--- src/rtl/ramp_pkg.sv ---
package ramp_pkg;

  typedef enum logic {
    RAMP_LINEAR    = 1'b0,
    RAMP_PARABOLIC = 1'b1
  } ramp_mode_e;

  typedef struct packed {
    logic clear;
    logic fire;
  } step_ctl_t;

endpackage

--- src/rtl/ramp_step_counter.sv ---
module ramp_step_counter #(
  parameter int IDX_W = 20
) (
  input  logic             clk,
  input  logic             rst_n,
  input  ramp_pkg::step_ctl_t ctl,
  input  logic [IDX_W-1:0] step_count,
  output logic [IDX_W-1:0] step_idx,
  output logic             wrap_fire,
  output logic             ramp_end
);

  logic [IDX_W-1:0] idx_q;
  logic             end_q;
  logic             at_last;

  function automatic logic [IDX_W-1:0] bump(input logic [IDX_W-1:0] v);
    return v + IDX_W'(1);
  endfunction

  assign at_last   = (idx_q == step_count);
  assign wrap_fire = ctl.fire && at_last;

  always_ff @(posedge clk or negedge rst_n) begin
    if (!rst_n) begin
      idx_q <= '0;
      end_q <= 1'b0;
    end else if (ctl.clear) begin
      idx_q <= '0;
      end_q <= 1'b0;
    end else if (wrap_fire) begin
      idx_q <= '0;
      end_q <= 1'b1;
    end else begin
      end_q <= 1'b0;
      if (ctl.fire) idx_q <= bump(idx_q);
    end
  end

  assign step_idx = idx_q;
  assign ramp_end = end_q;

endmodule

--- src/rtl/ramp_increment.sv ---
module ramp_increment #(
  parameter int WORD_W       = 32,
  parameter int IDX_W        = 20,
  parameter bit PARABOLIC_EN = 1'b1
) (
  input  ramp_pkg::ramp_mode_e mode,
  input  logic [IDX_W-1:0]     step_idx,
  input  logic [WORD_W-1:0]    dev_word,
  output logic [WORD_W-1:0]    inc_word
);

  localparam int PAD_W = WORD_W - IDX_W;

  function automatic logic [WORD_W-1:0] step_number(input logic [IDX_W-1:0] k);
    return {{PAD_W{1'b0}}, k} + WORD_W'(1);
  endfunction

  function automatic logic [WORD_W-1:0] scaled_dev(input logic [WORD_W-1:0] n,
                                                   input logic [WORD_W-1:0] d);
    logic [WORD_W-1:0] p;
    p = n * d;
    return p;
  endfunction

  generate
    if (PARABOLIC_EN) begin : g_parabolic
      logic [WORD_W-1:0] grown;
      assign grown    = scaled_dev(step_number(step_idx), dev_word);
      assign inc_word = (mode == ramp_pkg::RAMP_PARABOLIC) ? grown : dev_word;
    end else begin : g_linear_only
      logic unused_sel;
      assign unused_sel = ^{mode, step_idx};
      assign inc_word   = dev_word;
    end
  endgenerate

endmodule

--- src/rtl/ramp_accumulator.sv ---
module ramp_accumulator #(
  parameter int WORD_W = 32
) (
  input  logic                clk,
  input  logic                rst_n,
  input  ramp_pkg::step_ctl_t ctl,
  input  logic                wrap_fire,
  input  logic [WORD_W-1:0]   start_word,
  input  logic [WORD_W-1:0]   inc_word,
  output logic [WORD_W-1:0]   acc_q
);

  function automatic logic [WORD_W-1:0] advance(input logic [WORD_W-1:0] a,
                                                input logic [WORD_W-1:0] d);
    return a + d;
  endfunction

  always_ff @(posedge clk or negedge rst_n) begin
    if (!rst_n)                acc_q <= '0;
    else if (ctl.clear)        acc_q <= start_word;
    else if (wrap_fire)        acc_q <= start_word;
    else if (ctl.fire)         acc_q <= advance(acc_q, inc_word);
  end

endmodule

--- src/rtl/fsk_overlay.sv ---
module fsk_overlay #(
  parameter int WORD_W = 32
) (
  input  logic [WORD_W-1:0] ramp_word,
  input  logic              fsk_sel,
  input  logic [WORD_W-1:0] fsk_shift,
  output logic [WORD_W-1:0] out_word
);

  function automatic logic [WORD_W-1:0] overlay(input logic [WORD_W-1:0] r,
                                                input logic s,
                                                input logic [WORD_W-1:0] f);
    return s ? (r + f) : r;
  endfunction

  assign out_word = overlay(ramp_word, fsk_sel, fsk_shift);

endmodule

--- src/rtl/freq_ramp_gen.sv ---
module freq_ramp_gen #(
  parameter int WORD_W       = 32,
  parameter int IDX_W        = 20,
  parameter bit PARABOLIC_EN = 1'b1
) (
  input  logic              clk,
  input  logic              rst_n,
  input  logic              ramp_en,
  input  logic              step_en,
  input  logic              mode_sel,
  input  logic              fsk_sel,
  input  logic [WORD_W-1:0] start_word,
  input  logic [WORD_W-1:0] dev_word,
  input  logic [IDX_W-1:0]  step_count,
  input  logic [WORD_W-1:0] fsk_shift,
  output logic [WORD_W-1:0] freq_word,
  output logic [IDX_W-1:0]  step_idx,
  output logic              ramp_end
);

  ramp_pkg::step_ctl_t  ctl;
  ramp_pkg::ramp_mode_e mode;
  logic                 step_fire;
  logic                 wrap_fire;
  logic [WORD_W-1:0]    inc_word;
  logic [WORD_W-1:0]    acc_q;

  assign step_fire = ramp_en && step_en;
  assign ctl.clear = !ramp_en;
  assign ctl.fire  = step_fire;
  assign mode      = ramp_pkg::ramp_mode_e'(mode_sel);

  ramp_step_counter #(.IDX_W(IDX_W)) u_cnt (
    .clk       (clk),
    .rst_n     (rst_n),
    .ctl       (ctl),
    .step_count(step_count),
    .step_idx  (step_idx),
    .wrap_fire (wrap_fire),
    .ramp_end  (ramp_end)
  );

  ramp_increment #(
    .WORD_W      (WORD_W),
    .IDX_W       (IDX_W),
    .PARABOLIC_EN(PARABOLIC_EN)
  ) u_inc (
    .mode    (mode),
    .step_idx(step_idx),
    .dev_word(dev_word),
    .inc_word(inc_word)
  );

  ramp_accumulator #(.WORD_W(WORD_W)) u_acc (
    .clk       (clk),
    .rst_n     (rst_n),
    .ctl       (ctl),
    .wrap_fire (wrap_fire),
    .start_word(start_word),
    .inc_word  (inc_word),
    .acc_q     (acc_q)
  );

  fsk_overlay #(.WORD_W(WORD_W)) u_fsk (
    .ramp_word(acc_q),
    .fsk_sel  (fsk_sel),
    .fsk_shift(fsk_shift),
    .out_word (freq_word)
  );

endmodule

--- config.mk ---
export PLATFORM = sky130hd
export DESIGN_NAME = freq_ramp_gen
export DESIGN_NICKNAME = d
export VERILOG_FILES = /design/src/rtl/ramp_pkg.sv /design/src/rtl/ramp_step_counter.sv /design/src/rtl/ramp_increment.sv /design/src/rtl/ramp_accumulator.sv /design/src/rtl/fsk_overlay.sv /design/src/rtl/freq_ramp_gen.sv
export SDC_FILE = /design/constraint.sdc
export NUM_CORES = 1
export LEC_CHECK = 0
export BUFFER_PORTS_ARGS = -buffer_cell sky130_fd_sc_hd__buf_2
export CAP_MARGIN = 5
export CORE_MARGIN = 2
export CORE_UTILIZATION = 60
export DETAILED_ROUTE_END_ITERATION = 12
export HOLD_SLACK_MARGIN = 0.02
export PLACE_DENSITY = 0.83
export SLEW_MARGIN = 20
export SYNTH_ARGS = -nofsm -noshare
export SYNTH_HDL_FRONTEND = slang
export SYNTH_SLANG_ARGS = --single-unit
--- constraint.sdc ---
create_clock -name clk -period 10.2 [get_ports clk]
set_input_delay 1.02 -clock clk [delete_from_list [all_inputs] [get_ports clk]]
set_output_delay 1.02 -clock clk [all_outputs]
set_load 0.02 [all_outputs]
; ---- Word level (Yosys, flattened, before mapping)
; Cells that the tools add are included.
; W data, S select, Z words.
[word_totals]
register_bits = 53
in_bits = 122
output_inout_bits = 53
[op_classes]
n_addsub = 4
mul = 1
eq_ne = 2
mux = 10
n_reduce_logical = 2
[ops]
columns = operator, count
row1 = $mux W32, 5
row2 = $add A32 B32 Y32, 2
row3 = $mux W20, 3
row4 = $mul A32 B32 Y32, 1
row5 = $add A20 B1 Y21 const B, 1
row6 = $add A20 B1 Y20 const B, 1
row7 = $eq A20 B20 Y1, 1
row8 = $ne A3 B1 Y1 const B, 1
row9 = $logic_and A1 B1 Y1, 2
row10 = $mux W1, 2

; ---- Longest topological paths before layout
; Gate-level depths: netlist of run 1.
[logic_depth]
depth_word = 7
mapped_depth = 43
depth_no_buf = 42

; ---- By module
; A second synthesis of run 1 with hierarchy kept.
[hier_totals]
hier_cells = 2518
hier_area_um2 = 21221.6
[by_module_without_submodules]
columns = mod, n_inst, cells_each, area_per_inst_um2, seq_area_each_um2
row1 = ramp_increment, 1, 1680, 14456.4, 0.0
row2 = ramp_accumulator, 1, 397, 3254.4, 800.8
row3 = fsk_overlay, 1, 264, 2015.7, 0.0
row4 = ramp_step_counter, 1, 175, 1485.2, 525.5
row5 = freq_ramp_gen, 1, 2, 10.0, 0.0

; ---- Worst setup path before layout of run 1
; No wires, ideal clock.
[synth_path]
path_type = reg2reg
from = reg u_cnt.idx_q[1], in the netlist u_cnt.step_idx[1]
to = reg u_acc.acc_q[31]
arrival_ps = 9453
slack_ps = 679
stages_incl_launch_ff = 38
synth_period_minus_slack_ps = 9521
cell_sequence = dfrtp_1 ha_1 nand4_1 nor3_1 xor2_1 clkbuf_1 clkbuf_1 nand2_1 fa_1 inv_1 fa_1 fa_1 fa_1 fa_1 fa_1 inv_1 fa_1 inv_1 [... 2 more ...] a22oi_1 a21boi_0 a31o_2 or2_2 xor2_1 mux2_2 ha_1 nor2b_1 o21ai_0 nand2b_1 a21oi_1 nor2b_1 a311oi_1 o21ai_0 a311oi_1 xnor2_1 or4_1 nand3_1
[synth_between]
elab_chain_cells = 7
elab_cells_between_ends = 10
classes_between = add/sub: 2 / mul: 1 / eq/ne: 2 / mux: 4 / reduce/logical: 1
[synth_lines]
columns = item, line
row1 = from (decl), ramp_step_counter.sv:13  ; logic [IDX_W-1:0] idx_q;
row2 = from (signal assigned), ramp_step_counter.sv:36  ; if (ctl.fire) idx_q <= bump(idx_q);
row3 = $add A20 B1 Y21, ramp_increment.sv:15  ; return {{PAD_W{1'b0}}, k} + WORD_W'(1);
row4 = $mul A32 B32 Y32, ramp_increment.sv:21  ; p = n * d;
row5 = $mux W32, ramp_increment.sv:29  ; assign inc_word = (mode == ramp_pkg::RAMP_PARABOLIC) ? grown : dev_word;
row6 = $add A32 B32 Y32, ramp_accumulator.sv:15  ; return a + d;
row7 = $mux W32, ramp_accumulator.sv:22  ; else if (ctl.fire) acc_q <= advance(acc_q, inc_word);
row8 = $mux W32, ramp_accumulator.sv:21  ; else if (wrap_fire) acc_q <= start_word;
row9 = $mux W32, ramp_accumulator.sv:20  ; else if (ctl.clear) acc_q <= start_word;
row10 = to (signal assigned), ramp_accumulator.sv:20
row11 = to (signal assigned), ramp_accumulator.sv:21
row12 = to (signal assigned), ramp_accumulator.sv:22
row13 = to (decl), ramp_accumulator.sv:10  ; output logic [WORD_W-1:0] acc_q
; Several ways; a longest one is shown, not always the timed one. The select of a mux whose other input is x is not followed.
; A chain may end at the register's enable or synchronous reset.

; ---- Worst setup path after layout of run 1
; Ends and elaborated chain as after synthesis.

==> results of run 1 <==
## report_power, final
| group | internal, W | switching (W) | leakage (nW) | total (W) |
|---|---|---|---|---|
| Sequential | 0.000271 | 0.0000905 | 0.664 | 0.000361 |
| Combinational | 0.00107 | 0.00146 | 10.6 | 0.00252 |
| Clock | 0.000117 | 0.0000902 | 0.0842 | 0.000207 |
| Total | 0.00145 | 0.00164 | 11.3 | 0.00309 |
## timing repair
action	4_1_cts	5_1_grt
pin swaps	1	10
cloned	0	1
gates resized for setup	2	35
endpoints found under the setup margin	1	4
buffers inserted	1	19
## cell usage after synthesis, drive strengths merged, types with 7 or more instances
library cell  count
inv             445
fa              366
nand2           314
and2            203
ha              146
clkbuf          104
xnor2            97
a21oi            94
nor2             91
o21ai            70
dfrtp            53
mux2             49
xor2             43
a21o             39
nor2b            35
nand3            29
nor3             25
nand2b           18
buf              16
and3             15
a22o             12
nand4            12
o21bai           11
a22oi            10
o211ai            9
o31ai             9
a31oi             8
mux2i             8
o21a              8
a31o              7
## critical path: cells and delay by family (launching register included)
family | cells | cell delay [ns]
flops | 1 | 0.43
compound gates | 9 | 1.80
buf+inv | 5 | 0.61
mux | 1 | 0.27
xor+xnor | 3 | 0.61
fa+ha+maj | 10 | 4.55
simple gates | 9 | 1.54
## layer usage
metal  GRT usage [%]  up-vias  share of wire (%)
li1                -     7757                  -
met1            45.9     8758                 38
met2            58.4      990                 46
met3            7.30      183                 11
met4            14.1        0                4.5
met5               0        -                  0
## flip-flops by register name, indices dropped and copies added (netlist names)
| register | count |
|---|---|
| u_acc.acc_q | 32 |
| u_cnt.step_idx | 20 |
| u_cnt.ramp_end | 1 |
## logic make-up after synthesis
kind of cell               Yosys count  synth area share, %
AOI/OAI and AO/OA                  319                 10.0
xor gates and xnor gates           144                 6.54
adders and majority gates          512                 44.9
buffers and inverters              565                 10.5
DFF                                 53                 6.51
muxes                               57                 3.10
and+or+nand+nor                    762                 18.4
## worst min-delay path by stage
| stage | startpoint | endpoint | slack (ns) | depth (start not counted) |
|---|---|---|---|---|
| 6_report | u_acc.acc_q[4] | u_acc.acc_q[4] | 0.57 | 2 |
| 5_1_grt | u_acc.acc_q[3] | u_acc.acc_q[3] | 0.60 | 2 |
| 4_1_cts | u_acc.acc_q[4] | u_acc.acc_q[4] | 0.57 | 2 |
| 3_5_place_dp | u_acc.acc_q[4] | u_acc.acc_q[4] | 0.55 | 2 |
| 3_3_place_gp | u_acc.acc_q[3] | u_acc.acc_q[3] | 0.53 | 2 |
| 2_1_floorplan | u_acc.acc_q[10] | u_acc.acc_q[10] | 0.50 | 2 |
## final cells by class
type | count | area share (%)
Clock buffer | 5 | 0.560
Clock inverter | 3 | 0.196
Inverter | 445 | 7.47
Timing Repair Buffer | 247 | 6.52
Antenna cell | 4 | 0.0448
Tap cell | 448 | 2.51
Multi-Input combinational cell | 1795 | 76.7
Sequential cell | 53 | 5.96
## per-stage QoR
stage | util (%) | hold slack, ns | std cells
floorplan | - | 0.499 | 2412
global placement | 65.1 | 0.531 | 2967
detailed placement | 65.2 | 0.548 | 2967
CTS | 65.8 | 0.568 | 2976
global route | 66.7 | 0.601 | 2997
finish | 66.7 | 0.567 | 3000
==> flow_summary.toml, run 1 <==
[outcome]
outcome = "complete, no violations"

[global_route]
grt_pass1_vias = 18600
grt_use_total_pct = 35.4
overflow = 0
grt_max_degree = 54
grt_pass1_wl_um = 97800
antenna_found_initial = 1

[finish]
layout_common_cells = "inv_1 (445), fa_1 (366), nand2_1 (313), and2_1 (203), buf_2 (174)"
num-fill-cells = 2682
final_cell_area_mm2 = 0.0224
regArea_mm2 = 0.00133
nets = 3181
multiInputGateArea_mm2 = 0.0172
area_growth_pct = 9.73
layout-drive-gt1-share_pct = 13.8
layout_commonest_cell = "inv_1"

[synth]
ys_ff_latch = 53
yosys_warnings = 0
ys_seq_area_share_pct = 6.51
netlist_instances = 2412
synth_top_area_share_pct = 36.0
synth_edf_count = 0
syn_area_mm2 = 0.0204
syn_nets = 3046
ys.flop_type = "dfrtp_1"
postSynthAreaPerCell_um2 = 8.45
synth_cell_types = 72
async_reset_ff_share_pct = 100
synthTopCellsByArea = "fa_1 (36%), ha_1 (9.0%), inv_1 (8.2%), dfrtp_1 (6.5%), and2_1 (6.2%)"
yosys.area.top_type = "fa_1"

[sta]
max_slew_margin_pct = 43.6
timing.final.hold_violations = 0
fin_skew_ns = 0.00816
setup_tns_ns = 0
setup_viol = 0
fmax_mhz = 101
drv_slew = 0
worst-slew-pin-transition_ns = 0.837
layout_setup_ws_ns = 0.327
min_period_over_period_pct = 96.8
period_minus_slack_ns = 9.87

[floorplanning]
die_area_mm2 = 0.0355
io_pins = 175
start_util_pct = 60.8
rows = 67
core_mm2 = 0.0335
die_w_um = 188
die_y_um = 188

[setup_path]
crit_path_max_incr_delay_ns = 0.56
required_ns = 10.45
cpMostUsedCell = "fa_1"
rr_endpoint = "u_acc.acc_q[31]"
critical_path_class = "reg -> reg"
critPathCaptureType = "flip-flop"
setup.worst_path.start = "u_cnt.step_idx[1]"
r2r-start = "u_cnt.step_idx[1]"
critPathSlowestCell = "fa_1"
startpoint_type = "flip-flop"
worst_ep_arrival_time_ns = 10.12
crit_fanout = 12
cp-endpoint = "u_acc.acc_q[31]"
worst-r2r-cell-count = 37
r2r_slack_ns = 0.33

[detailed_routing]
drtIter0Drc = 1594
wl_per_cell_um = 20.3
drcViolationCount = 0
vias = 17700
via_per_inst = 5.90
wl_um = 61000
ant_nets = 0
dr.pass1.iters = 5

[power]
ir_worst_vdd_uv = 183
leakage_nw = 11.3
powerDensity_mw_per_mm2 = 138
p_total_w = 0.00309

[cts]
htreeDepth = 2
clockBufferDepth = 2
path_clk_slew_ns = 0.08
numCtsBuffers = 5
clk_latency_ns = 0.31
root_buffer = "clkbuf_16"
clock-sinks = 53
cts_tree = "yes"
postCtsHoldBufs = 0

[placement]
place_congestion = 0.973
placed_area_mm2 = 0.0218
port_buffers = 174
dp_hpwl_um = 49200
pre_cts_slack_ns = 0.00630

[run]
cap_violations = 0

[hold_path]
min-delay-path-class = "reg -> reg"
Note: power is estimated with default switching activity, not from simulation.
==> run 2, diff against run 1 <==
- PLACE_DENSITY: 0.83 -> 0.8
==> run 2 against run 1 <==
- die area stayed put
- final cell count is 0.83% lower
- combinational power hardly changed
- clock-buffer cell count stayed put
- flip-flop and latch count stayed put
- critical endpoint unchanged
- largest power group unchanged
==> flow_summary.toml, run 2 (synthesis results as in run 1) <==
[placement]
place_congestion = 0.959
placed_area_mm2 = 0.0218
port_buffers = 174
dp_hpwl_um = 47300

[setup_path]
worst_ep_arrival_time_ns = 10.02
startpoint_type = "flip-flop"
critPathCaptureType = "flip-flop"
crit_path_max_incr_delay_ns = 0.68
critical_path_class = "reg -> reg"
required_ns = 10.44
critPathSlowestCell = "dfrtp_1"
cpMostUsedCell = "fa_1"
crit_fanout = 11

[cts]
clock-sinks = 53
path_clk_slew_ns = 0.08
numCtsBuffers = 5
clk_latency_ns = 0.30
clockBufferDepth = 2
root_buffer = "clkbuf_16"
cts_tree = "yes"
htreeDepth = 2

[power]
powerDensity_mw_per_mm2 = 138
ir_worst_vdd_uv = 234
leakage_nw = 11.2
p_total_w = 0.00307

[outcome]
outcome = "complete, no violations"

[finish]
nets = 3159
layout_common_cells = "inv_1 (445), fa_1 (366), nand2_1 (314), and2_1 (203), buf_2 (175)"
largest_reg_flops = 32
num-fill-cells = 2728
layout-drive-gt1-share_pct = 13.2
layout_commonest_cell = "inv_1"
top_register = "u_acc.acc_q"
area_growth_pct = 8.70
final_cell_area_mm2 = 0.0222

[run]
cap_violations = 0

[detailed_routing]
wl_um = 59900
ant_nets = 0
dr.pass1.iters = 6
drcViolationCount = 0
vias = 17400
via_per_inst = 5.86
drtIter0Drc = 1396
wl_per_cell_um = 20.1

[sta]
setup_viol = 0
timing.final.hold_violations = 0
drv_slew = 0
fmax_mhz = 102
min_period_over_period_pct = 95.9
max_slew_margin_pct = 42.5
period_minus_slack_ns = 9.78
fin_skew_ns = 0.00448
worst-slew-pin-transition_ns = 0.863

[floorplanning]
start_util_pct = 60.8
io_pins = 175
rows = 67
die_y_um = 188
die_area_mm2 = 0.0355
core_mm2 = 0.0335
die_w_um = 188

[global_route]
antenna_found_initial = 1
grt_use_total_pct = 34.8
grt_pass1_vias = 18500
grt_pass1_wl_um = 96900
grt_max_degree = 57
overflow = 0

[hold_path]
min-delay-path-class = "reg -> reg"
-- run 2: cell types whose count changed in the layout (fill, tap and decap cells not counted), sizes merged --
cell,change
diode,-3
clkbuf,+1
xor2,-1
buf,-22
-- run 2: worst paths after layout --
check / start / end / slack [ns] / cells past startpoint
setup / recovery: u_cnt.step_idx[9] / u_acc.acc_q[31] / 0.42 / 34
max in group asynchronous: rst_n / u_cnt.step_idx[6] / 8.83 / 2
min in group asynchronous: rst_n / u_acc.acc_q[10] / 0.87 / 2
hold / removal: u_acc.acc_q[3] / u_acc.acc_q[3] / 0.57 / 2
hold reg to reg: u_acc.acc_q[3] / u_acc.acc_q[3] / 0.57 / 2
setup reg to reg: u_cnt.step_idx[9] / u_acc.acc_q[31] / 0.42 / 34
-- run 2: critical path, delay by kind of cell, from the launching register on --
kind | cells | cell delay [ns]
DFF | 1 | 0.68
and+or+nand+nor | 9 | 2.20
xor gates and xnor gates | 2 | 0.22
AOI/OAI and AO/OA | 9 | 1.92
buffers and inverters | 4 | 0.21
adders and majority gates | 9 | 4.20
muxes | 1 | 0.29
-- run 2: final cells by class --
| class | instances | area [um2] | share of cell area, % |
|---|---|---|---|
| antenna | 1 | 2.50 | 0.0113 |
| clock buffer | 5 | 125 | 0.565 |
| clock inverter | 3 | 43.8 | 0.198 |
| inverter | 445 | 1670 | 7.54 |
| multi-input combinational | 1794 | 17100 | 77.3 |
| sequential | 53 | 1340 | 6.03 |
| tap | 448 | 561 | 2.53 |
| timing repair buffer | 226 | 1290 | 5.81 |
-- run 2: metrics by stage --
stage	setup slack [ns]	std cells	setup TNS, ns	hold WS, ns	util (%)
finish	0.418	2975	0	0.572	66.1
global route	-0.0315	2974	-0.0315	0.577	66.1
CTS	0.0198	2968	0	0.564	65.6
detailed placement	-0.000738	2960	-0.000738	0.549	65.0
global placement	0.289	2960	0	0.532	65.0
floorplan	0.679	2412	0	0.499	-
-- run 2: where the power goes --
group	internal (W)	leakage, nW	switching [W]
Clock	0.000117	0.0842	0.0000861
Sequential	0.000271	0.662	0.0000922
Combinational	0.00106	10.5	0.00144
Total	0.00145	11.2	0.00162
-- run 2: layer usage --
layer	share of wire, %	global-route usage (%)	up-vias
li1	-	-	7716
met1	38	45.6	8586
met2	47	57.3	947
met3	11	7.75	183
met4	4.1	12.5	2
met5	0.022	0	-
-- run 2: repair_timing --
item | 4_1_cts | 5_1_grt
setup endpoints to repair | 1 | 6
pin swaps | 0 | 4
buffers inserted | 0 | 5
resized for setup | 4 | 28
cloned | 0 | 1
hold buffers | 0 | 0
==> run 3, diff against run 2 <==
- PLACE_DENSITY: 0.8 -> 0.91
==> run 3 against run 2 <==
- clock-buffer cell count rose by 2
- hold slack improved by 0.011 ns
- setup slack got worse by 0.014 ns
- die area stayed put
- fmax shrank 0.14%
- clock skew increased by 0.00080 ns
- routed wire length grew 2.8%
- sequential share of layout area hardly changed
- critical path type unchanged
- largest cell class unchanged
- highest routed layer is now met4
==> flow_summary.toml, run 3 (synthesis results as in run 1) <==
[outcome]
outcome = "complete, no violations"

[detailed_routing]
drtIter0Drc = 1819
drcViolationCount = 0
wl_um = 61600
wl_per_cell_um = 20.6
ant_nets = 0
via_per_inst = 6.02
dr.pass1.iters = 7
vias = 18000

[setup_path]
critical_path_class = "reg -> reg"
r2r_slack_ns = 0.40
critPathCaptureType = "flip-flop"
critPathSlowestCell = "fa_1"
startpoint_type = "flip-flop"
worst-r2r-cell-count = 40
worst_ep_arrival_time_ns = 10.03
crit_path_max_incr_delay_ns = 0.56
rr_endpoint = "u_acc.acc_q[31]"
r2r-start = "u_cnt.step_idx[1]"
cpMostUsedCell = "fa_1"
cp_top_family = "adder cells"
required_ns = 10.44
path_buf_inv = 7
cp.depth = 40
crit_fanout = 13

[finish]
layout-drive-gt1-share_pct = 13.4
num-fill-cells = 2507
top_register = "u_acc.acc_q"
layout_common_cells = "inv_1 (445), fa_1 (366), nand2_1 (313), and2_1 (203), buf_2 (174)"
nets = 3166
final_cell_area_mm2 = 0.0221
largest_reg_flops = 32
area_growth_pct = 8.64
layout_commonest_cell = "inv_1"

[floorplanning]
rows = 67
die_w_um = 188
io_pins = 175
core_mm2 = 0.0335
die_y_um = 188
start_util_pct = 60.8
die_area_mm2 = 0.0355

[placement]
placed_area_mm2 = 0.0218
dp_hpwl_um = 49000
pre_cts_slack_ns = 0.0206
port_buffers = 174
place_congestion = 1.00

[sta]
layout_setup_ws_ns = 0.404
max_slew_margin_pct = 43.4
setup_viol = 0
period_minus_slack_ns = 9.80
hold_slack_ns = 0.583
fin_skew_ns = 0.00528
timing.final.hold_violations = 0
fmax_mhz = 102
drv_slew = 0
worst-slew-pin-transition_ns = 0.827
min_period_over_period_pct = 96.0

[cts]
clock-sinks = 53
clockBufferDepth = 2
cts_tree = "yes"
htreeDepth = 2
numCtsBuffers = 5
root_buffer = "clkbuf_16"
path_clk_slew_ns = 0.07
clk_latency_ns = 0.30
postCtsHoldBufs = 0

[run]
cap_violations = 0

[global_route]
antenna_found_initial = 1
grt_use_total_pct = 35.1
grt_pass1_wl_um = 97400
grt_max_degree = 57
overflow = 0
grt_pass1_vias = 19000

[power]
powerDensity_mw_per_mm2 = 140
ir_worst_vdd_uv = 224
leakage_nw = 11.2

[hold_path]
min-delay-path-class = "reg -> reg"
min_path_cells = 2
holdPathEnd = "u_acc.acc_q[4]"
hp-start = "u_acc.acc_q[4]"
run 3: repair_timing:
item	CTS	global route
resized for setup	1	32
setup buffers	0	10
setup endpoints to repair	1	6
pin swaps	0	4
run 3: layout make-up:
| type | count | area (um2) | share of cell area [%] |
|---|---|---|---|
| Inverter | 445 | 1670 | 7.54 |
| Sequential cell | 53 | 1340 | 6.04 |
| Clock buffer | 7 | 133 | 0.599 |
| Tap cell | 448 | 561 | 2.53 |
| Antenna cell | 2 | 5.00 | 0.0226 |
| Clock inverter | 1 | 7.51 | 0.0339 |
| Timing Repair Buffer | 233 | 1330 | 5.98 |
| Multi-Input combinational cell | 1794 | 17100 | 77.2 |
run 3: where the power goes:
group	internal [W]	switching [W]	total, W
sequential	0.000271	0.0000953	0.000366
clock	0.0000916	0.0000816	0.000173
combinational	0.00107	0.00150	0.00257
total	0.00143	0.00168	0.00310
run 3: metrics by stage:
step                      std cells  TNS (ns)  total power, W  util, %
after floorplan                2412         0         0.00219        -
after global placement         2963         0         0.00270     65.0
after detailed placement       2963         0         0.00281     65.0
after CTS                      2971         0         0.00301     65.4
after global routing           2981   -0.0391         0.00334     66.0
final                          2983         0         0.00310     66.0
run 3: worst max-delay path by stage:
stage                            startpoint         endpoint  slack, ns
after detailed placement  u_cnt.step_idx[1]  u_acc.acc_q[31]       0.02
after global placement    u_cnt.step_idx[1]  u_acc.acc_q[31]       0.28
after floorplan           u_cnt.step_idx[1]  u_acc.acc_q[31]       0.68
after global routing      u_cnt.step_idx[3]  u_acc.acc_q[31]      -0.04
final                     u_cnt.step_idx[1]  u_acc.acc_q[31]       0.40
after CTS                 u_cnt.step_idx[1]  u_acc.acc_q[31]       0.03
run 3: worst register-to-register path: cells and delay by family (launching register included):
family | cells | cell delay (ns)
adders and majority gates | 10 | 4.39
AOI/OAI and AO/OA | 9 | 1.73
and+or+nand+nor | 10 | 1.71
buffers and inverters | 7 | 0.80
DFF | 1 | 0.45
xor gates and xnor gates | 3 | 0.42
muxes | 1 | 0.27
run 3: metal layers:
| metal | wire (um) | up-vias | track usage [%] | share of wire, % |
|---|---|---|---|---|
| met5 | 0 | - | 0 | 0 |
| met1 | 21500 | 8730 | 42.6 | 35 |
| li1 | - | 7703 | - | - |
| met3 | 7490 | 295 | 8.21 | 12 |
| met4 | 4020 | 0 | 19.5 | 6.5 |
| met2 | 28500 | 1231 | 58.0 | 46 |
